<file path="config.mk">
export PLATFORM = sky130hd
export DESIGN_NAME = moving_block_tpg
export DESIGN_NICKNAME = d
export VERILOG_FILES = /design/src/rtl/tpg_pkg.sv /design/src/rtl/tpg_raster.sv /design/src/rtl/tpg_axis_motion.sv /design/src/rtl/tpg_pixel_sel.sv /design/src/rtl/moving_block_tpg.sv
export SDC_FILE = /design/constraint.sdc
export NUM_CORES = 1
export LEC_CHECK = 0
export BUFFER_PORTS_ARGS = -buffer_cell sky130_fd_sc_hd__buf_2
export CAP_MARGIN = 40
export CORE_UTILIZATION = 56
export DETAILED_ROUTE_END_ITERATION = 10
export PLACE_DENSITY = 0.78
export SETUP_SLACK_MARGIN = 0.5
export SLEW_MARGIN = 20
export SYNTH_ARGS = -nofsm -noshare
export SYNTH_HDL_FRONTEND = slang
export SYNTH_SLANG_ARGS = --single-unit
export TNS_END_PERCENT = 10
</file>
<file path="constraint.sdc">
create_clock -name clk -period 2.47 [get_ports clk]
set_clock_uncertainty 0.1 [all_clocks]
set_input_delay 0.494 -clock clk [delete_from_list [all_inputs] [get_ports clk]]
set_output_delay 0.494 -clock clk [all_outputs]
set_load 0.02 [all_outputs]
</file>
<file path="src/rtl/tpg_pkg.sv">
// Shared types and helpers for the moving-block pattern generator.
// Assumes: 8 bits per color channel, packed red-green-blue from MSB down.
package tpg_pkg;
    typedef logic [23:0] rgb_t;

    // Color of one of the eight vertical bars; index 0 is white, 7 is black.
    function automatic rgb_t bar_color(input logic [2:0] idx);
        logic [2:0] k;
        k = 3'd7 - idx;
        return {{8{k[1]}}, {8{k[2]}}, {8{k[0]}}};
    endfunction
endpackage

</file>
<file path="src/rtl/tpg_raster.sv">
// Raster position counter: walks x across a line and y down a frame,
// and also tracks which of the eight bars the current column belongs to.
// Assumes: H_ACT is a multiple of 8; counters advance only on step_en.
module tpg_raster #(
    parameter int H_ACT = 1920,
    parameter int V_ACT = 1080,
    localparam int XW = $clog2(H_ACT),
    localparam int YW = $clog2(V_ACT)
) (
    input  logic          clk,
    input  logic          rst_n,
    input  logic          step_en,
    output logic [XW-1:0] pos_x,
    output logic [YW-1:0] pos_y,
    output logic [2:0]    bar_idx,
    output logic          line_last,
    output logic          frame_last
);
    localparam int BAR_W = H_ACT / 8;
    localparam int BW    = (BAR_W > 1) ? $clog2(BAR_W) : 1;
    localparam logic [XW-1:0] X_LAST   = XW'(H_ACT - 1);
    localparam logic [YW-1:0] Y_LAST   = YW'(V_ACT - 1);
    localparam logic [BW-1:0] BAR_LAST = BW'(BAR_W - 1);

    logic [BW-1:0] bar_cnt;

    assign line_last  = (pos_x == X_LAST);
    assign frame_last = line_last && (pos_y == Y_LAST);

    // Advance column, bar and line counters once per accepted pixel.
    always_ff @(posedge clk) begin
        if (!rst_n) begin
            pos_x   <= '0;
            pos_y   <= '0;
            bar_cnt <= '0;
            bar_idx <= '0;
        end else if (step_en) begin
            if (line_last) begin
                pos_x   <= '0;
                bar_cnt <= '0;
                bar_idx <= '0;
                pos_y   <= (pos_y == Y_LAST) ? '0 : pos_y + 1'b1;
            end else begin
                pos_x <= pos_x + 1'b1;
                if (bar_cnt == BAR_LAST) begin
                    bar_cnt <= '0;
                    bar_idx <= bar_idx + 1'b1;
                end else begin
                    bar_cnt <= bar_cnt + 1'b1;
                end
            end
        end
    end
endmodule

</file>
<file path="src/rtl/tpg_axis_motion.sv">
// One axis of block motion: steps the block corner once per frame and
// reverses at the inner frame edges, clamping to the edge on reversal.
// Assumes: SPAN - 2*BORDER > BLOCK so the travel range is non-empty.
module tpg_axis_motion #(
    parameter int SPAN   = 1920,
    parameter int BORDER = 16,
    parameter int BLOCK  = 64,
    parameter int STEP   = 4,
    parameter int W      = 11
) (
    input  logic         clk,
    input  logic         rst_n,
    input  logic         advance,
    output logic [W-1:0] pos
);
    localparam int LO = BORDER;
    localparam int HI = SPAN - BORDER - BLOCK;

    logic going_back;
    int   cur;

    assign cur = int'(pos);

    // Move one step per frame and bounce at either limit.
    always_ff @(posedge clk) begin
        if (!rst_n) begin
            pos        <= W'(LO);
            going_back <= 1'b0;
        end else if (advance) begin
            if (!going_back) begin
                if (cur + STEP >= HI) begin
                    pos        <= W'(HI);
                    going_back <= 1'b1;
                end else begin
                    pos <= W'(cur + STEP);
                end
            end else begin
                if (cur <= LO + STEP) begin
                    pos        <= W'(LO);
                    going_back <= 1'b0;
                end else begin
                    pos <= W'(cur - STEP);
                end
            end
        end
    end
endmodule

</file>
<file path="src/rtl/tpg_pixel_sel.sv">
// Pixel color selection by priority: frame, then block, then bar color.
// Assumes: purely combinational; inputs describe the pixel being emitted.
module tpg_pixel_sel
    import tpg_pkg::*;
#(
    parameter int   H_ACT      = 1920,
    parameter int   V_ACT      = 1080,
    parameter int   BORDER     = 16,
    parameter int   BLOCK      = 64,
    parameter rgb_t BORDER_RGB = 24'h404040,
    parameter rgb_t BLOCK_RGB  = 24'hFF8000,
    parameter int   XW         = 11,
    parameter int   YW         = 11
) (
    input  logic [XW-1:0] pos_x,
    input  logic [YW-1:0] pos_y,
    input  logic [XW-1:0] blk_x,
    input  logic [YW-1:0] blk_y,
    input  logic [2:0]    bar_idx,
    output rgb_t          rgb
);
    int  xi, yi, bxi, byi;
    logic in_frame, in_blk;

    assign xi  = int'(pos_x);
    assign yi  = int'(pos_y);
    assign bxi = int'(blk_x);
    assign byi = int'(blk_y);

    // Region tests for the frame and the block square.
    always_comb begin
        in_frame = (xi < BORDER) || (xi >= H_ACT - BORDER) ||
                   (yi < BORDER) || (yi >= V_ACT - BORDER);
        in_blk   = (xi >= bxi) && (xi < bxi + BLOCK) &&
                   (yi >= byi) && (yi < byi + BLOCK);
    end

    // Priority mux over the three color sources.
    always_comb begin
        if (in_frame)    rgb = BORDER_RGB;
        else if (in_blk) rgb = BLOCK_RGB;
        else             rgb = bar_color(bar_idx);
    end
endmodule

</file>
<file path="src/rtl/moving_block_tpg.sv">
// Top of the moving-block pattern generator. Emits one registered pixel per
// enabled cycle with frame-start and line-end markers.
// Assumes: H_ACT multiple of 8; block fits inside the inner frame.
module moving_block_tpg
    import tpg_pkg::*;
#(
    parameter int   H_ACT      = 1920,
    parameter int   V_ACT      = 1080,
    parameter int   BORDER     = 16,
    parameter int   BLOCK      = 64,
    parameter int   STEP       = 4,
    parameter rgb_t BORDER_RGB = 24'h404040,
    parameter rgb_t BLOCK_RGB  = 24'hFF8000
) (
    input  logic        clk,
    input  logic        rst_n,
    input  logic        pix_en,
    output logic [23:0] pix_rgb,
    output logic        pix_vld,
    output logic        pix_sof,
    output logic        pix_eol
);
    localparam int XW = $clog2(H_ACT);
    localparam int YW = $clog2(V_ACT);

    logic [XW-1:0] pos_x, blk_x;
    logic [YW-1:0] pos_y, blk_y;
    logic [2:0]    bar_idx;
    logic          line_last, frame_last, frame_step;
    rgb_t          next_rgb;

    assign frame_step = pix_en && frame_last;

    tpg_raster #(.H_ACT(H_ACT), .V_ACT(V_ACT)) u_raster (
        .clk(clk), .rst_n(rst_n), .step_en(pix_en),
        .pos_x(pos_x), .pos_y(pos_y), .bar_idx(bar_idx),
        .line_last(line_last), .frame_last(frame_last)
    );

    tpg_axis_motion #(.SPAN(H_ACT), .BORDER(BORDER), .BLOCK(BLOCK),
                      .STEP(STEP), .W(XW)) u_move_x (
        .clk(clk), .rst_n(rst_n), .advance(frame_step), .pos(blk_x)
    );

    tpg_axis_motion #(.SPAN(V_ACT), .BORDER(BORDER), .BLOCK(BLOCK),
                      .STEP(STEP), .W(YW)) u_move_y (
        .clk(clk), .rst_n(rst_n), .advance(frame_step), .pos(blk_y)
    );

    tpg_pixel_sel #(.H_ACT(H_ACT), .V_ACT(V_ACT), .BORDER(BORDER),
                    .BLOCK(BLOCK), .BORDER_RGB(BORDER_RGB),
                    .BLOCK_RGB(BLOCK_RGB), .XW(XW), .YW(YW)) u_sel (
        .pos_x(pos_x), .pos_y(pos_y), .blk_x(blk_x), .blk_y(blk_y),
        .bar_idx(bar_idx), .rgb(next_rgb)
    );

    // Register the selected pixel and its markers; zero on stalled cycles.
    always_ff @(posedge clk) begin
        if (!rst_n) begin
            pix_rgb <= '0;
            pix_vld <= 1'b0;
            pix_sof <= 1'b0;
            pix_eol <= 1'b0;
        end else begin
            pix_vld <= pix_en;
            pix_sof <= pix_en && (pos_x == '0) && (pos_y == '0);
            pix_eol <= pix_en && line_last;
            pix_rgb <= pix_en ? next_rgb : '0;
        end
    end
endmodule

</file>
Word level (Yosys, flattened, before mapping). Index checks and enable logic that the tools add are counted.

Register bits after elaboration: 79. Output and inout port bits: 27. Word-level logic and storage cells: 81.

$add $sub $neg: 11. Magnitude comparators: 12. Eq/ne operators: 3. Multiplexer cells: 20. Bitwise logic cells: 2. Reduce and logical (&&, ||, !) cells: 19.

Operators by type and width (count): 11-bit two-way mux (8); 12-bit by 32-bit less-than comparator with 1-bit output (2); 32-bit by 11-bit greater-or-equal comparator with 1-bit output (second input constant) (1); 32-bit by 12-bit greater-or-equal comparator with 1-bit output (second input constant) (1); 11-bit by 3-bit adder with 12-bit output (second input constant) (2); 11-bit by 7-bit adder with 12-bit output (second input constant) (2); 24-bit two-way mux (1); 23-bit two-way mux (1); 11-bit by 1-bit adder with 11-bit output (second input constant) (2); 11-bit == test (second input constant) (2); 11-bit greater-or-equal comparator (2); 11-bit greater-or-equal comparator (second input constant) (2); 11-bit by 5-bit <= comparator with 1-bit output (second input constant) (2); 11-bit zero test (2); 11-bit by 5-bit less-than comparator with 1-bit output (second input constant) (2); 11-bit by 3-bit subtractor with 11-bit output (second input constant) (2); 8-bit two-way mux (2); 8-bit by 1-bit adder with 8-bit output (second input constant) (1); 8-bit == test (second input constant) (1); 1-bit logical AND (8); 1-bit two-way mux (6); 3-bit two-way mux (2); 2-bit AND reduction (3); 4-bit OR reduction (1); other kinds (6) (9).

Longest topological paths before layout.
Depth after elaboration: 7. Depth in mapped cells: 10. Mapped depth without buffers: 10.

Hierarchy. Synthesis repeated with hierarchy kept, for this count alone.

Cell total of the unflattened synthesis: 683. Area, all modules: 5695.5 um^2.

Modules (own cells, without submodules): tpg_raster (instances 1, cells each 194, area each 1617.8 um^2); tpg_pixel_sel (instances 1, cells each 172, area each 1307.5 um^2); tpg_axis_motion at u_move_x (instances 1, cells each 133, area each 1028.5 um^2); tpg_axis_motion at u_move_y (instances 1, cells each 117, area each 937.1 um^2); moving_block_tpg (instances 1, cells each 67, area each 804.5 um^2).

Least setup slack after synthesis. No wires, ideal clock.

Path kind: reg2reg. Start: register u_move_y.pos[6]. End: register pix_rgb[7]. Setup time: 0.120 ns. Arrival time: 2.410 ns. Setup slack: -0.160 ns. Stages on the path, launching flop included: 10. Buffers on the path: 0. Period minus slack after synthesis: 2.630 ns. Cells stage by stage: dfxtp_1 -> inv_1 -> ha_1 -> inv_1 -> ha_1 -> a21o_1 -> a2111oi_0 -> a21oi_1 -> or4_1 -> nor3b_1.

Word-level cells in the longest chain between the ends: 4. Elaborated cells on any way between the ends: 6. Classes of those cells: add/sub (1); order compare (2); reduce/logical (3).

RTL lines: from (decl) (line tpg_axis_motion.sv:14) `output logic [W-1:0] pos`; from (signal assigned) (line tpg_axis_motion.sv:27) `pos <= W'(LO);`; from (signal assigned) (line tpg_axis_motion.sv:32) `pos <= W'(HI);`; from (signal assigned) (line tpg_axis_motion.sv:35) `pos <= W'(cur + STEP);`; 11-bit by 7-bit adder with 12-bit output or 11-bit greater-or-equal comparator (tied branches) (line tpg_pixel_sel.sv:35) `(yi >= byi) && (yi < byi + BLOCK);`; 12-bit by 32-bit less-than comparator with 1-bit output or 1-bit logical AND (tied branches) (line tpg_pixel_sel.sv:35, tpg_pixel_sel.sv:34); 1-bit logical AND * (line tpg_pixel_sel.sv:35); 4-bit OR reduction (no line) *; to (signal assigned) (line moving_block_tpg.sv:68) `pix_rgb <= pix_en ? next_rgb : '0;`; to (decl) (line moving_block_tpg.sv:18) `output logic [23:0] pix_rgb,`.

Every way passes the cells marked *; elsewhere a longest branch is shown, timed or not. A chain may end at the register's enable or synchronous reset.

Worst setup path after layout.
Start: register u_move_x.pos[7]. End: register, netlist name pix_rgb[8].

Word-level cells in the longest chain between the ends: 6. Elaborated cells on any way between the ends: 7. Classes of those cells: add/sub (1); order compare (2); reduce/logical (4).

RTL lines: from (decl) (line tpg_axis_motion.sv:14); from (signal assigned) (line tpg_axis_motion.sv:27); from (signal assigned) (line tpg_axis_motion.sv:32); from (signal assigned) (line tpg_axis_motion.sv:35); 11-bit by 7-bit adder with 12-bit output (line tpg_pixel_sel.sv:34) `in_blk = (xi >= bxi) && (xi < bxi + BLOCK) &&`; 12-bit by 32-bit less-than comparator with 1-bit output (line tpg_pixel_sel.sv:34); 1-bit logical AND * (2 in series) (line tpg_pixel_sel.sv:34); 1-bit logical AND * (line tpg_pixel_sel.sv:35); 4-bit OR reduction (no line) *.

Marks and branches as above.

==> results.cfg <==
[logic_synthesis]
synthDominantCellAreaShare = 0.277
netlist-cell-type-count = 73
yosysWarningCount = 0
cell_taking_the_most_area_after_synthesis = sky130_fd_sc_hd__dfxtp_1
synth-edff-count = 0
synth-async-reset-ratio = 0
postSynthRegisterBits = 63
synthTopCellsByArea = sky130_fd_sc_hd__dfxtp_1, sky130_fd_sc_hd__ha_1, sky130_fd_sc_hd__xnor2_1
syn-num-nets = 614
synth-seq-area-share = 0.277
synthesis.area_per_instance_um2 = 8.04
ys_dominant_reg_cell = sky130_fd_sc_hd__dfxtp_1
synth_area_mm2 = 0.00456
synth_cells = 567

[pwr]
pwr-share-clk = 0.473
power_mw = 2.27
p_switching_mw = 0.604
ir_drop_mv = 0.340
power_switching_share = 0.265
intPower_mw = 1.67
leakage_power_nw = 2.39
power.density_mw_per_mm2 = 379
sequentialPowerShare = 0.455
pwr-share-comb = 0.072

[min_path]
min_path_type = in2reg
hold-path-cell-count = 2

[global_route]
antenna_found_initial = 0
grt_overflow_total = 0
globalRouteTotalUtil = 0.324
first_global_vias = 4567
first_pass_grt_wire_length_mm = 21.9
grt_max_degree = 18

[clock_network]
numCtsBuffers = 9
clockRootBuffer = sky130_fd_sc_hd__clkbuf_8
tritoncts = yes
cts-htree-levels = 3
clock-sinks = 63
cts.clk_slew.worst_paths_ns = 0.09
clkLatencyLatePin_ns = 0.37
cts-hold-fix-buffers = 0
clock_path_buffers = 2

[routing]
antenna_violating_nets_post_route = 0
routed_via_density = 6.50
initialDrtViolationCount = 359
routed_wire_length_per_instance_um = 18.9
route.detailed.drc = 0
drt_pass1_iterations = 6
route.vias.total = 4810
totalWireLength_mm = 14.0

[setup_path]
cp.arrival_ns = 2.74
cpLargestDelayFamily = simple AND/OR/NAND/NOR gates
cpMaxStageDelayCell = sky130_fd_sc_hd__or4_4
buffering_stage_count_on_the_worst_path_with_inverters_included = 0
crit_path_max_fanout = 5
worstRegToRegCells = 9
cp_cell_sequence = ha_4 -> nand3_4 -> xnor2_2 -> ha_1 -> and2_4 -> a221oi_4 -> o2111ai_2 -> or4_4 -> nor3b_2
timing.critical_path.slowest_cell_delay_ns = 0.48
worstSetupStartpointType = flop
worst_setup_end_kind = flop
worst-endpoint-required_ns = 2.63
critical_path_depth = 9
path_class = reg2reg

[timing]
rsz0062_at_grt = true
finalWorstSetupSlack_ns = -0.109
slew-limit-headroom = 0.618
finalHoldViolations = 0
maxClockFrequency_mhz = 388
period_needed_ns = 2.58
slew_violations = 0
hold_slack_ns = 0.369
layout_worst_path_cycle_share = 1.04
finalSetupViolations = 7
worst-slew-pin-transition_ns = 0.572

[layout]
area.growth.synth_to_final_pct = 31.7
diodes = 0
drive_above_1_share = 0.351
final_common_cell = sky130_fd_sc_hd__buf_4
commonest_cells_after_routing_fill_and_taps_aside = sky130_fd_sc_hd__buf_4, sky130_fd_sc_hd__nor2_1, sky130_fd_sc_hd__dfxtp_1
postLayoutCellArea_mm2 = 0.00601
fillers = 531
layout.cells.non_filler = 740
finish.net_count = 680

[placed_design]
place_hpwl_mm = 9.05
dpl_cell_area_mm2 = 0.00515
gp_congestion = 0.982
placed_cells = 722
numPortBuffers = 29
dpl_worst_slack_ns = -0.134

[die]
chipWidth_um = 92.2
starting_density_of_the_core = 0.584
die_h_um = 92.2
io_pins = 30
placeableCoreArea_mm2 = 0.00781
design.die.area_mm2 = 0.00851
row_count = 32

[status]
violations = setup timing
outcome = finished with violations

[run]
drv.max_cap_violation_count = 0
state kept, by name, indices dropped and copies added, names as in the netlist:
name,count
pix_vld,1
u_raster.pos_x,11
u_raster.pos_y,11
pix_rgb,7
u_move_x.pos,9
pix_eol,1
pix_sof,1
u_raster.bar_idx,3
u_move_x.going_back,1
u_raster.bar_cnt,8
u_move_y.going_back,1
u_move_y.pos,9
cell usage after synthesis (3+ instances only):
master,instances
sky130_fd_sc_hd__inv_1,35
sky130_fd_sc_hd__dfxtp_1,63
sky130_fd_sc_hd__and3_1,4
sky130_fd_sc_hd__nand4_1,13
sky130_fd_sc_hd__o2111ai_1,3
sky130_fd_sc_hd__ha_1,44
sky130_fd_sc_hd__nor2_1,55
sky130_fd_sc_hd__or4_1,5
sky130_fd_sc_hd__o211ai_1,4
sky130_fd_sc_hd__nand4b_1,3
sky130_fd_sc_hd__a2111oi_0,5
sky130_fd_sc_hd__a21o_1,3
sky130_fd_sc_hd__a221oi_1,6
sky130_fd_sc_hd__buf_4,19
sky130_fd_sc_hd__xor2_1,13
sky130_fd_sc_hd__o21a_1,9
sky130_fd_sc_hd__mux2i_1,3
sky130_fd_sc_hd__xnor2_1,26
sky130_fd_sc_hd__a31oi_1,4
sky130_fd_sc_hd__nor4_1,9
sky130_fd_sc_hd__buf_2,6
sky130_fd_sc_hd__o21ai_1,3
sky130_fd_sc_hd__or3_1,8
sky130_fd_sc_hd__clkbuf_1,13
sky130_fd_sc_hd__nor3b_1,4
sky130_fd_sc_hd__a21oi_1,34
sky130_fd_sc_hd__o21ai_0,32
sky130_fd_sc_hd__nand2b_1,6
sky130_fd_sc_hd__o31ai_1,6
sky130_fd_sc_hd__a211o_1,4
sky130_fd_sc_hd__nor3_1,12
sky130_fd_sc_hd__nand3_1,21
sky130_fd_sc_hd__nand2_1,43
routing by layer:
metal | share of wire | vias up | wire (um) | GRT usage
met5 | 0 | - | 0 | 0
met4 | 0.042 | 0 | 587 | 0.146
met3 | 0.083 | 74 | 1160 | 0.0547
met2 | 0.49 | 279 | 6830 | 0.548
met1 | 0.38 | 2294 | 5370 | 0.401
li1 | - | 2163 | - | -
power by group through the flow:
stage	logic, mW	registers [mW]	clock network (mW)
2_1_floorplan	0.0821	1.07	0
3_3_place_gp	0.130	1.06	0
3_5_place_dp	0.135	1.06	0
4_1_cts	0.150	1.04	1.07
5_1_grt	0.175	1.04	1.12
6_report	0.163	1.04	1.08
metrics by stage:
stage               setup TNS, ns   util
finish                     -0.402  0.769
global route                -1.21  0.769
CTS                        -0.228  0.740
detailed placement         -0.539  0.659
global placement           -0.138  0.659
floorplan                       0      -
worst paths after layout:
kind,end,from,slack [ns]
max,pix_rgb[8]$_SDFF_PP0_,u_move_x.pos[7]$_SDFFE_PN0P_,-0.11
min,u_move_x.pos[4]$_SDFFE_PN1P_,rst_n,0.37
max reg2reg,pix_rgb[8]$_SDFF_PP0_,u_move_x.pos[7]$_SDFFE_PN0P_,-0.11
min reg2reg,u_raster.bar_cnt[1]$_SDFFE_PN0P_,u_raster.bar_cnt[1]$_SDFFE_PN0P_,0.40
cell families after synthesis:
group,after synthesis,share of synthesized area
buffers and inverters,78,0.0848
xor gates and xnor gates,39,0.0749
and+or+nand+nor,200,0.231
adders and majority gates,44,0.121
AOI/OAI and AO/OA,140,0.206
muxes,3,0.00659
DFF,63,0.277
layout make-up:
type	instances	area, um2	share of cell area
flip-flops and latches	63	1310	0.218
multi-input cells	426	3500	0.583
repair buffers	96	697	0.116
inverters	37	144	0.0240
clock inverters	7	104	0.0173
clock buffers	9	124	0.0206
well taps	102	128	0.0212
worst reg2reg max path: stages (launching register included):
cell and delay, ns:
sky130_fd_sc_hd__dfxtp_4 0.37, sky130_fd_sc_hd__ha_4 0.16, sky130_fd_sc_hd__nand3_4 0.08, sky130_fd_sc_hd__xnor2_2 0.15
sky130_fd_sc_hd__ha_1 0.34, sky130_fd_sc_hd__and2_4 0.18, sky130_fd_sc_hd__a221oi_4 0.24, sky130_fd_sc_hd__o2111ai_2 0.19
sky130_fd_sc_hd__or4_4 0.48, sky130_fd_sc_hd__nor3b_2 0.18
repair_timing:
item / CTS / global route
buffers inserted: 2 / 0
setup endpoints to repair: 48 / 40
resized for setup: 97 / 43
pin swaps: 49 / 49
(Power assumes the default switching activity.)
